File: src/rtl/ecc_sram_pkg.sv
`timescale 1ns/1ps
package ecc_sram_pkg;
  localparam int LANE_W = 8;
  localparam int CHK_W  = 4;
  localparam int CW_W   = LANE_W + CHK_W;
  localparam int LANES  = 2;
  localparam int DATA_W = LANE_W * LANES;
  localparam int MASK_W = CW_W * LANES;

  // position p (1-based) is a check bit when p is a power of two
  function automatic logic is_chk_pos(input int pos);
    return (pos & (pos - 1)) == 0;
  endfunction

  function automatic logic [CW_W-1:0] ham_encode(input logic [LANE_W-1:0] d);
    logic [CW_W-1:0] cw;
    int k;
    cw = '0;
    k  = 0;
    for (int pos = 1; pos <= CW_W; pos++) begin
      if (!is_chk_pos(pos)) begin
        cw[pos-1] = d[k];
        k++;
      end
    end
    for (int p = 0; p < CHK_W; p++) begin
      logic par;
      par = 1'b0;
      for (int pos = 1; pos <= CW_W; pos++)
        if ((((pos >> p) & 1) == 1) && !is_chk_pos(pos)) par ^= cw[pos-1];
      cw[(1 << p) - 1] = par;
    end
    return cw;
  endfunction

  function automatic logic [CHK_W-1:0] ham_syndrome(input logic [CW_W-1:0] cw);
    logic [CHK_W-1:0] s;
    s = '0;
    for (int pos = 1; pos <= CW_W; pos++)
      if (cw[pos-1]) s ^= CHK_W'(pos);
    return s;
  endfunction

  function automatic logic [LANE_W-1:0] ham_extract(input logic [CW_W-1:0] cw);
    logic [LANE_W-1:0] d;
    int k;
    d = '0;
    k = 0;
    for (int pos = 1; pos <= CW_W; pos++) begin
      if (!is_chk_pos(pos)) begin
        d[k] = cw[pos-1];
        k++;
      end
    end
    return d;
  endfunction
endpackage

File: src/rtl/ecc_sram_ctrl.sv
`timescale 1ns/1ps
module ecc_sram_ctrl
  import ecc_sram_pkg::*;
(
  input  logic             cs_n,
  input  logic             oe_n,
  input  logic             we_n,
  input  logic             ub_n,
  input  logic             lb_n,
  input  logic             sleep_n,
  output logic [LANES-1:0] wr_lane,
  output logic [LANES-1:0] rd_lane
);
  logic             access;
  logic [LANES-1:0] lane_sel;

  assign access   = !cs_n && sleep_n;
  assign lane_sel = ~{ub_n, lb_n};

  always_comb begin
    wr_lane = '0;
    rd_lane = '0;
    if (access && !we_n)          wr_lane = lane_sel;
    else if (access && !oe_n)     rd_lane = lane_sel;
  end
endmodule

File: src/rtl/ecc_sram_lane.sv
`timescale 1ns/1ps
module ecc_sram_lane
  import ecc_sram_pkg::*;
#(
  parameter int ADDR_W = 4
) (
  input  logic              clk,
  input  logic              rst,
  input  logic [ADDR_W-1:0] addr,
  input  logic              wr_en,
  input  logic [LANE_W-1:0] wdata,
  input  logic              rd_en,
  input  logic              inj_en,
  input  logic [ADDR_W-1:0] inj_addr,
  input  logic [CW_W-1:0]   inj_mask,
  output logic [LANE_W-1:0] rdata,
  output logic              drive,
  output logic              corr
);
  localparam int DEPTH = 1 << ADDR_W;

  logic [CW_W-1:0]  mem [DEPTH];
  logic [CW_W-1:0]  wr_cw;
  logic [CW_W-1:0]  cw_q;
  logic [CW_W-1:0]  fixed_cw;
  logic [CHK_W-1:0] syn;
  logic             rd_q;

  assign wr_cw = ham_encode(wdata);

  // single write port: fault injection wins over a functional write
  always_ff @(posedge clk) begin
    if (inj_en)     mem[inj_addr] <= mem[inj_addr] ^ inj_mask;
    else if (wr_en) mem[addr]     <= wr_cw;
  end

  always_ff @(posedge clk) begin
    if (rst) begin
      rd_q <= 1'b0;
      cw_q <= '0;
    end else begin
      rd_q <= rd_en;
      if (rd_en) cw_q <= mem[addr];
    end
  end

  always_comb begin
    syn      = ham_syndrome(cw_q);
    fixed_cw = cw_q;
    for (int pos = 1; pos <= CW_W; pos++)
      if (syn == CHK_W'(pos)) fixed_cw[pos-1] = ~cw_q[pos-1];
  end

  assign rdata = rd_q ? ham_extract(fixed_cw) : '0;
  assign drive = rd_q;
  assign corr  = rd_q && (syn != '0);
endmodule

File: src/rtl/ecc_sram_core.sv
`timescale 1ns/1ps
module ecc_sram_core
  import ecc_sram_pkg::*;
#(
  parameter int ADDR_W = 4
) (
  input  logic              clk,
  input  logic              rst,
  input  logic              cs_n,
  input  logic              oe_n,
  input  logic              we_n,
  input  logic              ub_n,
  input  logic              lb_n,
  input  logic              sleep_n,
  input  logic [ADDR_W-1:0] addr,
  input  logic [15:0]       wdata,
  output logic [15:0]       rdata,
  output logic [1:0]        rdata_oe,
  output logic              err_flag,
  output logic              err_oe,
  input  logic              inj_en,
  input  logic [ADDR_W-1:0] inj_addr,
  input  logic [23:0]       inj_mask
);
  logic [LANES-1:0] wr_lane;
  logic [LANES-1:0] rd_lane;
  logic [LANES-1:0] lane_drive;
  logic [LANES-1:0] lane_corr;

  ecc_sram_ctrl u_ctrl (
    .cs_n    (cs_n),
    .oe_n    (oe_n),
    .we_n    (we_n),
    .ub_n    (ub_n),
    .lb_n    (lb_n),
    .sleep_n (sleep_n),
    .wr_lane (wr_lane),
    .rd_lane (rd_lane)
  );

  for (genvar l = 0; l < LANES; l++) begin : g_lane
    ecc_sram_lane #(.ADDR_W(ADDR_W)) u_lane (
      .clk      (clk),
      .rst      (rst),
      .addr     (addr),
      .wr_en    (wr_lane[l]),
      .wdata    (wdata[l*LANE_W +: LANE_W]),
      .rd_en    (rd_lane[l]),
      .inj_en   (inj_en),
      .inj_addr (inj_addr),
      .inj_mask (inj_mask[l*CW_W +: CW_W]),
      .rdata    (rdata[l*LANE_W +: LANE_W]),
      .drive    (lane_drive[l]),
      .corr     (lane_corr[l])
    );
  end

  assign rdata_oe = lane_drive;
  assign err_oe   = |lane_drive;
  assign err_flag = |lane_corr;
endmodule

File: config.mk
export PLATFORM = sky130hd
export DESIGN_NAME = ecc_sram_core
export DESIGN_NICKNAME = d
export VERILOG_FILES = /design/src/rtl/ecc_sram_pkg.sv /design/src/rtl/ecc_sram_ctrl.sv /design/src/rtl/ecc_sram_lane.sv /design/src/rtl/ecc_sram_core.sv
export SDC_FILE = /design/constraint.sdc
export NUM_CORES = 1
export LEC_CHECK = 0
export ABC_AREA = 0
export CORE_ASPECT_RATIO = 0.6
export CORE_MARGIN = 2
export CORE_UTILIZATION = 60
export CTS_BUF_LIST = sky130_fd_sc_hd__clkbuf_4
export CTS_CLUSTER_DIAMETER = 150
export DETAILED_ROUTE_END_ITERATION = 6
export PLACE_DENSITY = 0.79
export SYNTH_ARGS = -nofsm -noshare
export SYNTH_HDL_FRONTEND = slang
export SYNTH_SLANG_ARGS = --single-unit
File: constraint.sdc
create_clock -name clk -period 5.4 [get_ports clk]
set_input_delay 0.81 -clock clk [delete_from_list [all_inputs] [get_ports clk]]
set_output_delay 0.81 -clock clk [all_outputs]
set_load 0.05 [all_outputs]
Word-level counts from Yosys, hierarchy flattened
Memory sizes are Yosys's and may differ from the RTL's. A register that Yosys moved wholly into a read port is not among the register bits.
Index checks and enable logic that the tools add are counted.
Widths: inputs -> output; s select.

word-level totals
  bits in latches = 0
  output and inout bits = 20
  memories = 2
  logic and storage cells = 162
  bits in registers = 2
  bits in writable memories = 384
  input port bits = 57
  ROM bits = 0

cells by class
  divide/modulo/power cells = 0
  magnitude comparators = 0
  shift-type cells = 0
  multiply operators = 0
  reductions and logical operators = 14
  eq/ne operators = 16
  mux-type cells = 59
  bitwise gates (word level) = 69
  add/sub/neg operators = 0

memory list
  name                  depth  width  rd ports  clocked after Yosys merged registers in  write ports  line                 RTL
  g_lane[0].u_lane.mem  16     12     2         1                                        1            ecc_sram_lane.sv:22  logic [CW_W-1:0] mem [DEPTH];
  g_lane[1].u_lane.mem  16     12     2         1                                        1            ecc_sram_lane.sv:22

operators by type and width
  kind                number
  $mux 4              12
  $eq 4x4->1 const B  8
  $mux 1              28
  $xor 1x1->1         28
  $not 2->2           13
  $eq 4x3->1 const B  6
  $mux 12             2
  $mux 3              8
  $reduce_or 12->1    2
  $xor 12x12->12      2
  $mux 8              2
  $not 1->1           16
  $mux 2              7
  $not 3->3           4
  $eq 4x2->1 const B  2
  $reduce_bool 4->1   2
  $not 1->1 const A   6
  $logic_and 1x1->1   5
  $reduce_or 2->1     2
  $logic_not 1->1     3

Longest topological paths before layout
  word-level depth = 23
  mapped depth = 7
  mapped depth without buffers = 4

Modules after synthesis
Synthesis repeated with hierarchy kept, for this count alone.

unflattened totals
  cell total of the unflattened synthesis = 1135
  area, all modules = 20213.1 µm²

modules (own cells, without submodules)
  module         area each (µm²)  instances  cells an instance  seq. area each (µm²)
  ecc_sram_lane  10080.9          2          563                6025.8
  ecc_sram_ctrl  38.8             1          7                  0.0
  ecc_sram_core  12.5             1          2                  0.0

Worst setup path before layout
Ideal clock, no wire load.

  kind = register -> output
  start point = reg g_lane[1].u_lane.cw_q[6] (read register of g_lane[1].u_lane.mem)
  end point = out rdata[8]
  buffers on the path = 0
  required time = 4.590 ns
  cell stages (with the launch flop) = 5
  path slack = 2.182 ns
  arrival = 2.408 ns
  cells stage by stage = dfxtp_1 xnor2_1 xnor3_1 nor4b_1 mux2i_1

between the ends
  cells in the longest elaborated chain, start to end = 11
  elaborated cells between the ends (all ways) = 13
  classes of those cells = eq/ne (1); mux (8); bitwise (4)

ends and longest elaborated chain
  what                                           line                 RTL
  start, declared                                ecc_sram_lane.sv:24  logic [CW_W-1:0] cw_q;
  $mux 3 *                                       ecc_sram_pkg.sv:40   if (cw[pos-1]) s ^= CHK_W'(pos);
  $mux 4 *                                       ecc_sram_pkg.sv:40
  $not 2->2 (no line) or $mux 4 (tied branches)  n/a
  $mux 4 * (2 in series)                         ecc_sram_pkg.sv:40
  $not 3->3 (no line)                            n/a
  $mux 4 * (2 in series)                         ecc_sram_pkg.sv:40
  $eq 4x2->1 *                                   ecc_sram_lane.sv:51  if (syn == CHK_W'(pos)) fixed_cw[pos-1] = ~cw_q[pos-1];
  $mux 1 *                                       ecc_sram_lane.sv:51
  $mux 8 *                                       ecc_sram_lane.sv:54  assign rdata = rd_q ? ham_extract(fixed_cw) : '0;
  end, declared                                  ecc_sram_core.sv:17  output logic [15:0] rdata,

Mark *: on every way between the ends. The rest lies on a longest branch, timed or not.

Worst setup path after layout
  start point = reg g_lane[1].u_lane.cw_q[6] (read register of g_lane[1].u_lane.mem)
  end point = out rdata[13]

between the ends
  cells in the longest elaborated chain, start to end = 11
  elaborated cells between the ends (all ways) = 13
  classes of those cells = eq/ne (1); mux (8); bitwise (4)

ends and longest elaborated chain
  what                                           line
  $mux 3 *                                       ecc_sram_pkg.sv:40
  $mux 4 *                                       ecc_sram_pkg.sv:40
  $not 2->2 (no line) or $mux 4 (tied branches)  n/a
  $mux 4 * (2 in series)                         ecc_sram_pkg.sv:40
  $not 3->3 (no line)                            n/a
  $mux 4 * (2 in series)                         ecc_sram_pkg.sv:40
  $eq 4x4->1 *                                   ecc_sram_lane.sv:51
  $mux 1 *                                       ecc_sram_lane.sv:51
  $mux 8 *                                       ecc_sram_lane.sv:54

Marked as above.

==> impl_metrics.tcl <==
set metrics [dict create \
    core_area_um2 32700 \
    fin_skew_ns 0.0544 \
    mostFrequentLayoutCell "edfxtp_1" \
    io_buffers 76 \
    cp_slowest_cell "clkdlybuf4s50_1" \
    p_comb_share_pct 11.2 \
    cap_viol_max_count 0 \
    internal_power_w 0.00513 \
    syn_nets 1160 \
    slew_violations 0 \
    drive_gt1_share_pct 33.4 \
    cts_inserted_buffers 94 \
    leakage_nw 7.33 \
    synth_edf_count 384 \
    tritoncts "built" \
    layout-area-overhead-vs-synth_pct 12.4 \
    wire_per_inst_um 29.5 \
    ys_seq_area_share_pct 59.9 \
    grt_max_degree 72 \
    cts-root-buf "clkbuf_4" \
    syn-instance-count 1103 \
    cts_resized 0 \
    drc 0 \
    maxSlewHeadroom_pct 10.6 \
    vias 12300 \
    tightest_slew_ns 1.34 \
    yosysTopAreaCell "edfxtp_1" \
    finalSetupTns_ns 0 \
    fin_crit_ns 4.42 \
    crit_path_end_kind "output pin" \
    mostFrequentLayoutCells "edfxtp_1, mux4_2, clkbuf_4" \
    hold_buffers 0 \
    ys_seq_elements 410 \
    track_usage_pct 30.7 \
    syn_area_um2 20100 \
    p_clk_share_pct 35.2 \
    grt_pass1_vias 12200 \
    start_util_pct 61.5 \
    avgViaCountPerCell 6.99 \
    ant_nets 0 \
    synth_top_cell_area_share_pct 57.3 \
    post_cts.repair.setup_buffers 0 \
    peakVddDrop_mv 0.208 \
    rsz0062_at_grt "no" \
    finalSetupViolations 0 \
    gp_congestion 0.847 \
    cp.arrival_ns 3.61 \
    drtIter0Drc 1799 \
    total_power_w 0.00677 \
    ios 77 \
    num_rows 51 \
    antenna_found_initial 2 \
    wirelength_mm 51.8 \
    crit_required_ns 4.59 \
    crit_chain "xnor2_1, xnor3_1, nor4_1, mux2i_1, clkdlybuf4s50_1" \
    post_synth.cell_area_avg_um2 18.3 \
    critical_path_class "flop to output pin" \
    p_seq_share_pct 53.6 \
    finalHoldViolCount 0 \
    synthArstFlopShare_pct 0 \
    crit_path_start_kind "flop" \
    worstPathMaxFanout 10 \
    cp_slowest_stage_delay_ns 0.83 \
    power_density_nw_per_um2 299 \
    nFillCells 2066 \
    ys_warn_count 0 \
    synth_cell_type_count 46 \
    finalCritPeriodShare_pct 81.8 \
    fin_nets 1305 \
    fmax_mhz 226 \
    insertion_delay_ns 0.81 \
    yosys-top-cells-area "edfxtp_1, mux4_2, dfxtp_1, a22oi_1, a32o_1" \
    swShare_pct 24.2 \
    p_sw_w 0.00164 \
    status "finished clean" \
    clk_path_buf_depth 3 \
    dpl.hpwl_mm 34.5 \
    cts_sinks 410 \
    die_area_um2 35100 \
    htree_levels 3 \
    ys.flop_type "edfxtp_1" \
    grt_overflow_total 0 \
    die_w_um 240 \
    clkTransAtPathRegs_ns 0.07 \
    hp-class "flop to flop" \
    drt-pass1-iter-count 5 \
    fp.dieH_um 146 \
    grt_pass1_wl_mm 76.7 \
]
[kinds of logic after synthesis]
group / count (synthesis) / synth area share [%]
xor+xnor: 49 / 3.11
simple gates: 172 / 4.34
mux: 235 / 25.1
buf+inv: 86 / 1.99
compound gates: 151 / 5.59
flops: 410 / 59.9
[cells in the mapped netlist (all sizes together), types with 3 or more instances]
cell,instances
edfxtp,384
xor3,3
o21ai,10
buf,31
mux4,216
mux2i,17
nand2b,16
a32o,24
xnor2,25
nor4,8
nand2,22
nor3,7
nor2b,10
clkbuf,53
nand4,5
a21o,24
a22oi,48
nand3,28
dfxtp,26
a21oi,9
nor4b,7
a31oi,24
xnor3,10
nor2,57
a21boi,4
xor2,11
[layer usage]
metal / wire (um) / GRT usage (%) / part of all wire [%]
met5: 18 / 0 / 0.035
met1: 20100 / 44.9 / 39
met2: 22400 / 41.7 / 43
met4: 1280 / 8.79 / 2.5
met3: 8090 / 14.0 / 16
[power by group through the flow]
stage          clock, W  combinational (W)  sequential (W)
2_1_floorplan         0           0.000498         0.00369
3_5_place_dp          0           0.000748         0.00370
5_1_grt         0.00257           0.000811         0.00364
4_1_cts         0.00241           0.000750         0.00363
6_report        0.00238           0.000760         0.00363
3_3_place_gp          0           0.000731         0.00370
[worst max-delay path, delay by kind of cell (launching register included)]
| family | cells | cell delay [ns] |
|---|---|---|
| XOR/XNOR | 2 | 0.94 |
| buffers and inverters | 1 | 0.83 |
| flip-flops | 1 | 0.38 |
| multiplexers | 1 | 0.26 |
| AND/OR/NAND/NOR | 1 | 0.43 |
[metrics by stage]
stage          area (um2)  instances  setup WS [ns]  hold WS (ns)  utilization, %
2_1_floorplan       20100       1103           2.18         0.461               -
3_3_place_gp        21500       1601           1.28         0.469            65.7
3_5_place_dp        21500       1601           1.09         0.477            65.7
4_1_cts             22600       1753          0.956         0.494            69.1
5_1_grt             22600       1755          0.787         0.512            69.1
6_report            22600       1755          0.981         0.490            69.1
[sequential cells by signal, summed over array words and instances, names as in the netlist]
| signal | cells |
|---|---|
| g_lane.u_lane.mem | 384 |
| g_lane.u_lane.drive | 2 |
| g_lane.u_lane.cw_q | 24 |
[layout make-up]
class	count	area, um2	area share (%)
antenna	1	2.50	0.0111
multi-input combinational	607	7710	34.0
tap	450	563	2.49
inverter	2	7.51	0.0332
sequential	410	12100	53.2
clock inverter	21	140	0.619
clock buffer	131	983	4.34
timing repair buffer	133	1180	5.22
[path summary, 6_finish.rpt]
check,from,end,slack (ns),depth (start not counted)
min,g_lane[1].u_lane.cw_q[7],g_lane[1].u_lane.cw_q[7],0.49,1
max reg2reg,g_lane[1].u_lane.mem[7][1],g_lane[1].u_lane.mem[13][1],2.69,4
min reg2reg,g_lane[1].u_lane.cw_q[7],g_lane[1].u_lane.cw_q[7],0.49,1
max,g_lane[1].u_lane.cw_q[6],rdata[13],0.98,5
(Power assumes the default switching activity.)
